--- src/rtl/tdcfe_pkg.sv ---
`timescale 1ns/1ps
package tdcfe_pkg;
  localparam int unsigned CH_DEF    = 8;
  localparam int unsigned DUR_W_DEF = 12;
  localparam int unsigned SYNC_DEF  = 2;

  function automatic logic pick_src(input logic use_ext, input logic a_int, input logic a_ext);
    return use_ext ? a_ext : a_int;
  endfunction
endpackage

--- src/rtl/tdcfe_sync.sv ---
`timescale 1ns/1ps
module tdcfe_sync #(
  parameter int unsigned STAGES = 2
) (
  input  logic clk,
  input  logic rst_ni,
  input  logic async_i,
  output logic sync_o
);
  logic [STAGES-1:0] chain_q;
  logic [STAGES-1:0] chain_d;

  always_comb begin
    chain_d = {chain_q[STAGES-2:0], async_i};
  end

  always_ff @(posedge clk or negedge rst_ni) begin
    if (!rst_ni) chain_q <= '0;
    else         chain_q <= chain_d;
  end

  assign sync_o = chain_q[STAGES-1];
endmodule

--- src/rtl/tdcfe_edge.sv ---
`timescale 1ns/1ps
module tdcfe_edge (
  input  logic clk,
  input  logic rst_ni,
  input  logic level_i,
  output logic fall_o
);
  logic prev_q;
  logic prev_d;

  always_comb prev_d = level_i;

  always_ff @(posedge clk or negedge rst_ni) begin
    if (!rst_ni) prev_q <= 1'b0;
    else         prev_q <= prev_d;
  end

  assign fall_o = prev_q & ~level_i;

  assert_strobe_single_R3: assert property (@(posedge clk) disable iff (!rst_ni)
    fall_o |=> !fall_o);
endmodule

--- src/rtl/tdcfe_counter.sv ---
`timescale 1ns/1ps
module tdcfe_counter #(
  parameter int unsigned DUR_W = 12
) (
  input  logic             clk,
  input  logic             rst_ni,
  input  logic             trig_i,
  input  logic             level_i,
  input  logic             fall_i,
  output logic [DUR_W-1:0] dur_o
);
  localparam logic [DUR_W-1:0] DUR_MAX = '1;

  logic [DUR_W-1:0] cnt_q, cnt_d;
  logic             arm_q, arm_d;
  logic             cnt_en;

  assign cnt_en = trig_i | arm_q;

  always_comb begin
    cnt_d = cnt_q;
    arm_d = arm_q;
    if (trig_i) begin
      cnt_d = '0;
      arm_d = 1'b1;
    end else if (arm_q) begin
      if (fall_i) begin
        arm_d = 1'b0;
      end else if (level_i && (cnt_q != DUR_MAX)) begin
        cnt_d = cnt_q + 1'b1;
      end
    end
  end

  always_ff @(posedge clk or negedge rst_ni) begin
    if (!rst_ni) begin
      cnt_q <= '0;
      arm_q <= 1'b0;
    end else if (cnt_en) begin
      cnt_q <= cnt_d;
      arm_q <= arm_d;
    end
  end

  assign dur_o = cnt_q;

  assert_trig_clears_R4: assert property (@(posedge clk) disable iff (!rst_ni)
    trig_i |=> (dur_o == '0));
  assert_no_decrease_R5: assert property (@(posedge clk) disable iff (!rst_ni)
    !trig_i |=> (dur_o >= $past(dur_o)));
  assert_no_overflow_R6: assert property (@(posedge clk) disable iff (!rst_ni)
    (!trig_i && dur_o == DUR_MAX) |=> (dur_o == DUR_MAX));
  assert_frozen_R7: assert property (@(posedge clk) disable iff (!rst_ni)
    (!trig_i && !arm_q) |=> $stable(dur_o));
  assert_trig_wins_R9: assert property (@(posedge clk) disable iff (!rst_ni)
    (trig_i && fall_i) |=> (arm_q && dur_o == '0));
endmodule

--- src/rtl/pulse_tdc_front.sv ---
`timescale 1ns/1ps
module pulse_tdc_front
  import tdcfe_pkg::*;
#(
  parameter int unsigned NUM_CH = CH_DEF,
  parameter int unsigned DUR_W  = DUR_W_DEF,
  parameter int unsigned SYNC_N = SYNC_DEF
) (
  input  logic                    clk,
  input  logic                    rst_n,
  input  logic                    trig,
  input  logic [NUM_CH-1:0]       src_sel,
  input  logic [NUM_CH-1:0]       pulse_int,
  input  logic [NUM_CH-1:0]       pulse_ext,
  output logic [NUM_CH-1:0]       sync_out,
  output logic [NUM_CH*DUR_W-1:0] dur_flat,
  output logic [NUM_CH-1:0]       fall_strobe
);
  logic [1:0] rst_pipe_q;
  logic [1:0] rst_pipe_d;
  logic       rst_ni;

  always_comb rst_pipe_d = {rst_pipe_q[0], 1'b1};

  always_ff @(posedge clk or negedge rst_n) begin
    if (!rst_n) rst_pipe_q <= '0;
    else        rst_pipe_q <= rst_pipe_d;
  end

  assign rst_ni = rst_pipe_q[1];

  for (genvar c = 0; c < NUM_CH; c++) begin : g_ch
    logic             chosen;
    logic             lvl;
    logic             fall;
    logic [DUR_W-1:0] dur;

    assign chosen = pick_src(src_sel[c], pulse_int[c], pulse_ext[c]);

    tdcfe_sync #(.STAGES(SYNC_N)) u_sync (
      .clk(clk), .rst_ni(rst_ni), .async_i(chosen), .sync_o(lvl)
    );

    tdcfe_edge u_edge (
      .clk(clk), .rst_ni(rst_ni), .level_i(lvl), .fall_o(fall)
    );

    tdcfe_counter #(.DUR_W(DUR_W)) u_cnt (
      .clk(clk), .rst_ni(rst_ni), .trig_i(trig), .level_i(lvl),
      .fall_i(fall), .dur_o(dur)
    );

    assign sync_out[c]                = lvl;
    assign fall_strobe[c]             = fall;
    assign dur_flat[c*DUR_W +: DUR_W] = dur;
  end

  assert_reset_zero_R10: assert property (@(posedge clk)
    !rst_ni |-> (sync_out == '0 && fall_strobe == '0 && dur_flat == '0));
endmodule

--- config.mk ---
export PLATFORM = sky130hd
export DESIGN_NAME = pulse_tdc_front
export DESIGN_NICKNAME = d
export VERILOG_FILES = /design/src/rtl/tdcfe_pkg.sv /design/src/rtl/tdcfe_sync.sv /design/src/rtl/tdcfe_edge.sv /design/src/rtl/tdcfe_counter.sv /design/src/rtl/pulse_tdc_front.sv
export SDC_FILE = /design/constraint.sdc
export NUM_CORES = 1
export LEC_CHECK = 0
export BUFFER_PORTS_ARGS = -buffer_cell sky130_fd_sc_hd__buf_2
export CORE_AREA = 4 4 114 116
export DETAILED_ROUTE_END_ITERATION = 10
export DIE_AREA = 0 0 118 120
export PLACE_DENSITY_LB_ADDON = 0.3
export SETUP_SLACK_MARGIN = 0.3
export SYNTH_ARGS = -nofsm -noshare
export SYNTH_HDL_FRONTEND = slang
export SYNTH_SLANG_ARGS = --single-unit
--- constraint.sdc ---
create_clock -name clk -period 4.9 [get_ports clk]
set_input_delay 0 -clock clk [delete_from_list [all_inputs] [get_ports clk]]
set_output_delay 0 -clock clk [all_outputs]
set_load 0.02 [all_outputs]
# --- Yosys cells after proc, flatten, opt, wreduce, memory -nomap -nowiden ---
# Cells that the tools add are included.
totals:
  output_inout_bits: 112
  ff_bits: 130
classes:
  mux: 64
  add_sub_neg: 8
  eq_ne: 16
  n_reduce_logical: 32
  bitwise: 24
op_table:
  columns: ["cell", "n"]
  rows:
  - ["two-way mux 12 bit", 32]
  - ["adder 12 x 1 -> 12 bit, second input constant", 8]
  - ["!= test 12 bit, second input constant", 8]
  - ["two-way mux 1 bit", 32]
  - ["AND reduction 4 bit", 8]
  - ["nonzero test 2 bit", 16]
  - ["!= test 2 bit, second input constant", 8]
  - ["AND 1 bit", 8]
  - ["logical AND 1 bit", 8]
  - ["NOT 1 bit", 8]
  - ["OR 1 bit", 8]

# --- Depth between registers and ports, before layout ---
logic_depth:
  depth_word: 6
  ltp_mapped: 6
  mapped_depth_nobuf: 5

# --- Modules after synthesis ---
# From an unflattened synthesis, not the netlist that was laid out.
hier_totals:
  hier_cells: 627
  hier_area_um2: 6860.3
by_module_without_submodules:
  columns: ["module", "cells_each", "area_per_inst_um2", "n_inst"]
  rows:
  - ["tdcfe_counter", 71, 732.0, 8]
  - ["tdcfe_sync", 2, 50.0, 8]
  - ["tdcfe_edge", 2, 38.8, 8]
  - ["pulse_tdc_front", 27, 294.0, 1]

# --- Worst setup path after synthesis ---
# No wires, ideal clock.
synth_timing:
  path_kind: "reg2reg"
  start: "register g_ch[3].u_cnt.cnt_q[0]"
  end: "register g_ch[3].u_cnt.cnt_q[8]"
  slack_ps: 3035
  synth_period_minus_slack_ps: 1865
  arrival_ps: 1745
  path_buffers: 0
  required_ps: 4780
  path_stages_with_launch: 6
  cell_sequence: "dfrtp_1 -> ha_1 -> nand3_1 -> a2111oi_0 -> a21oi_1 -> a31o_2"
synth_via:
  elab_chain_cells: 5
synth_rtl:
  columns: ["element", "line", "source"]
  rows:
  - ["start, declared", "tdcfe_counter.sv:14", "logic [DUR_W-1:0] cnt_q, cnt_d;"]
  - ["start signal, assigned", "tdcfe_counter.sv:40", "cnt_q <= cnt_d;"]
  - ["adder 12 x 1 -> 12 bit", "tdcfe_counter.sv:30", "cnt_d = cnt_q + 1'b1;"]
  - ["two-way mux 12 bit", "tdcfe_counter.sv:29", "end else if (level_i && (cnt_q != DUR_MAX)) begin"]
  - ["two-way mux 12 bit", "tdcfe_counter.sv:27", "if (fall_i) begin"]
  - ["two-way mux 12 bit", "tdcfe_counter.sv:26", "end else if (arm_q) begin"]
  - ["two-way mux 12 bit", "tdcfe_counter.sv:23", "if (trig_i) begin"]
# Several ways; a longest one is shown, not always the timed one. The select of a mux whose other input is x is not followed.
# A chain may end at the register's enable or synchronous reset.

# --- Worst setup path in the final report ---
layout_timing:
  start: "register g_ch[6].u_cnt.cnt_q[0]"
  end: "register g_ch[6].u_cnt.cnt_q[3]"
layout_via:
  elab_chain_cells: 5
layout_rtl:
  columns: ["element", "line"]
  rows:
  - ["start, declared", "tdcfe_counter.sv:14"]
  - ["start signal, assigned", "tdcfe_counter.sv:40"]
  - ["adder 12 x 1 -> 12 bit", "tdcfe_counter.sv:30"]
  - ["two-way mux 12 bit", "tdcfe_counter.sv:29"]
  - ["two-way mux 12 bit", "tdcfe_counter.sv:27"]
  - ["two-way mux 12 bit", "tdcfe_counter.sv:26"]
  - ["two-way mux 12 bit", "tdcfe_counter.sv:23"]
# Several ways; a longest one is shown, not always the timed one. The select of a mux whose other input is x is not followed.

==> metrics.txt <==
Detailed Routing Iterations Pass 1=6; initial antenna violation count=0; clock root buffer=clkbuf_16; Clock Path Buffers=2; DRC=0; max-slew violations=0; Net Count, Synth=676; Tot Pwr=2680 µW; post-synthesis compound-gate area fraction=14.1%; peak fanout along the critical path=7; fin nets=820; Initial DRC Count=317; first-pass GRT wire length=26.3 mm; Routability Congestion=0.892; Clock power frac=49.7%; area post-placement=7140 µm²; WL/cell=16.2 µm; Die H=120 µm; min Tclk post-route=2060 ps; Crit Path Category=register to register; Power Density=336 nW/µm²; Net Sw Power=611 µW; Slew @ Worst Pin=978 ps; DRT Wirelength=15.3 mm; CTS tree=done; grt total ovfl=0; max incr delay on CP=790 ps; status=finished, final reports clean; Yosys top cell area share=50.6%; cell-internal power=2060 µW; die area=14200 µm²; Slew Limit Headroom=34.8%; Site Rows=40; Mapped Avg Cell Area=10.0 µm²; Initial Util=53.9%; port bufs=138; VDD IR max=199 µV; number of routed nets with antenna violations=0; area share of fa/ha/maj cells after synthesis=1.56%; Critical Path RT=5150 ps; # IOs=139; number of unique standard cell types used by synthesis=54; Setup Buffers After CTS=0; Post-Syn Area=6420 µm²; Commonest cells post-synth=130 x dfrtp_1, 53 x a21oi_1, 43 x nand2_1; Synth Area in Simple Gates=23.7%; flop-to-flop setup slack=2840 ps; Sw Ratio=22.8%; Main synth FF type=dfrtp_1; HPWL Detailed=10.2 mm; ANT cells=0; slowest library cell on the worst path=nor4_1; CTS buffer count=17; later-pin clock latency in the skew report=420 ps; Cells after Synth=641; Finished Core Util=66.8%; clk sink count=130; Yosys reg bits=130; largest family of logic cells by synthesized area=simple AND/OR/NAND/NOR gates; Comb power frac=7.0%; final setup TNS=0 ps; most common cell in the netlist=dfrtp_1; share of layout cells above drive strength 1=26.1%; vias in the first global route=5602; synth top area cells=dfrtp_1 51%, a21oi_1 4.1%, o21ai_0 3.2%; unrepaired setup endpoints after global routing=no; achievable frequency=485 MHz; max-cap violations=0; core box area=11900 µm²; critical-path cell list=ha_1, nand2_1, nor4_1, buf_4, or3_1, a21oi_1; hold slack=344 ps; Die W=118 µm; dominant cell type by area after synthesis=dfrtp_1; setup skew after layout=8.34 ps; Worst Path Buf+Inv=1; CP top delay family=simple AND/OR/NAND/NOR gates; Startpoint Class=register; Yosys warnings=0; xor and xnor area share after synthesis=1.64%; Seq pwr share=43.3%; Vias=5618; endpoints failing setup=0; Seq/Total Area, Yosys=50.6%; clk slew on worst S/H paths=60 ps; largest net degree at the start of global routing=94; CP endpoint kind=register; Via-to-Cell Ratio=5.94; Hold Fails Final Rpt=0; Leak=0.00366 µW; Tcrit/Tclk final=42.1%; portion of netlist area occupied by mux cells=4.34%; overall global routing resource usage=22.7%; H-tree lvl count=4; EDFF count, synth=0; Hold Path Class=input pin to register; Post-synth ARST share=100%; Data arrival, critical path=2310 ps; area grow syn2layout=23.8%; fin area=7950 µm²
logic make-up (layout without fill, tap and decap cells):
kind of cell | count (synthesis) | after routing
buf+inv | 52 | 209
mux | 26 | 26
fa+ha+maj | 8 | 8
flops | 130 | 130
xor+xnor | 12 | 12
compound gates | 145 | 145
simple gates | 267 | 267
other cells | 1 | 1
sequential cells by signal (all words and copies together), names as in the netlist:
signal and flops:
g_ch.u_edge.prev_q 8, g_ch.u_cnt.dur_o 96, g_ch.u_cnt.arm_q 8, g_ch.u_sync.chain_q 16, rst_pipe_q 2
worst paths after layout:
kind,start,end,depth (start not counted)
setup / recovery,g_ch[6].u_cnt.dur_o[0],g_ch[6].u_cnt.dur_o[3],6
hold / removal,trig,g_ch[7].u_cnt.dur_o[8],3
setup reg to reg,g_ch[6].u_cnt.dur_o[0],g_ch[6].u_cnt.dur_o[3],6
hold reg to reg,rst_pipe_q[0],rst_pipe_q[1],0
max in group asynchronous,rst_pipe_q[1],g_ch[1].u_cnt.dur_o[7],1
min in group asynchronous,rst_n,rst_pipe_q[1],3
timing repair:
item | CTS | global route
resized for setup | 0 | 0
hold endpoints to repair | 10 | 0
hold buffers | 18 | 0
worst register-to-register path: stages, from the launching register on:
cell     delay, ps
dfrtp_1        390
ha_1           220
nand2_1         60
nor4_1         790
buf_4          270
or3_1          110
a21oi_1         60
final cells by class:
| class | count | area [µm²] |
|---|---|---|
| clock buffer | 23 | 508 |
| clock inverter | 9 | 125 |
| fill | 948 | 3960 |
| inverter | 17 | 63.8 |
| multi-input combinational | 459 | 2910 |
| sequential | 130 | 3260 |
| tap | 147 | 184 |
| timing repair buffer | 160 | 901 |
cell usage in the layout (no fill, tap or decap), types with 6 or more instances in the layout:
cell type and count:
o31ai_1 21, clkbuf_16 17, o21ai_0 41, ha_1 8
or3_1 28, and3_1 9, a21oi_1 53, nand3_1 29
nand2_1 43, or4_1 15, nand4_1 28, nor2_1 36
dfrtp_1 129, xnor2_1 6, mux2i_1 11, buf_2 138
nor2b_1 15, and4_1 13, nor4_1 7, inv_1 16
nor3_1 14, clkbuf_8 6, dlygate4sd3_1 18, xor2_1 6
mux2_2 15
routing by layer:
metal	track usage, %	wire, µm	vias up
met1	26.7	6300	2711
met5	0	0	-
met2	38.4	7640	185
met4	10.8	365	0
met3	6.55	969	32
li1	-	-	2690
metrics by stage:
step	setup WS, ps	std cells
3_3_place_gp	2970	895
5_1_grt	2560	945
4_1_cts	2850	945
2_1_floorplan	1010	641
6_report	2840	945
3_5_place_dp	2930	895
power groups by stage:
stage | sequential [µW] | clock (µW) | combinational (µW)
2_1_floorplan | 1190 | 0 | 106
3_3_place_gp | 1170 | 0 | 170
3_5_place_dp | 1180 | 0 | 177
4_1_cts | 1160 | 1350 | 191
5_1_grt | 1170 | 1410 | 208
6_report | 1160 | 1330 | 189
Note: power is estimated with default switching activity, not from simulation.
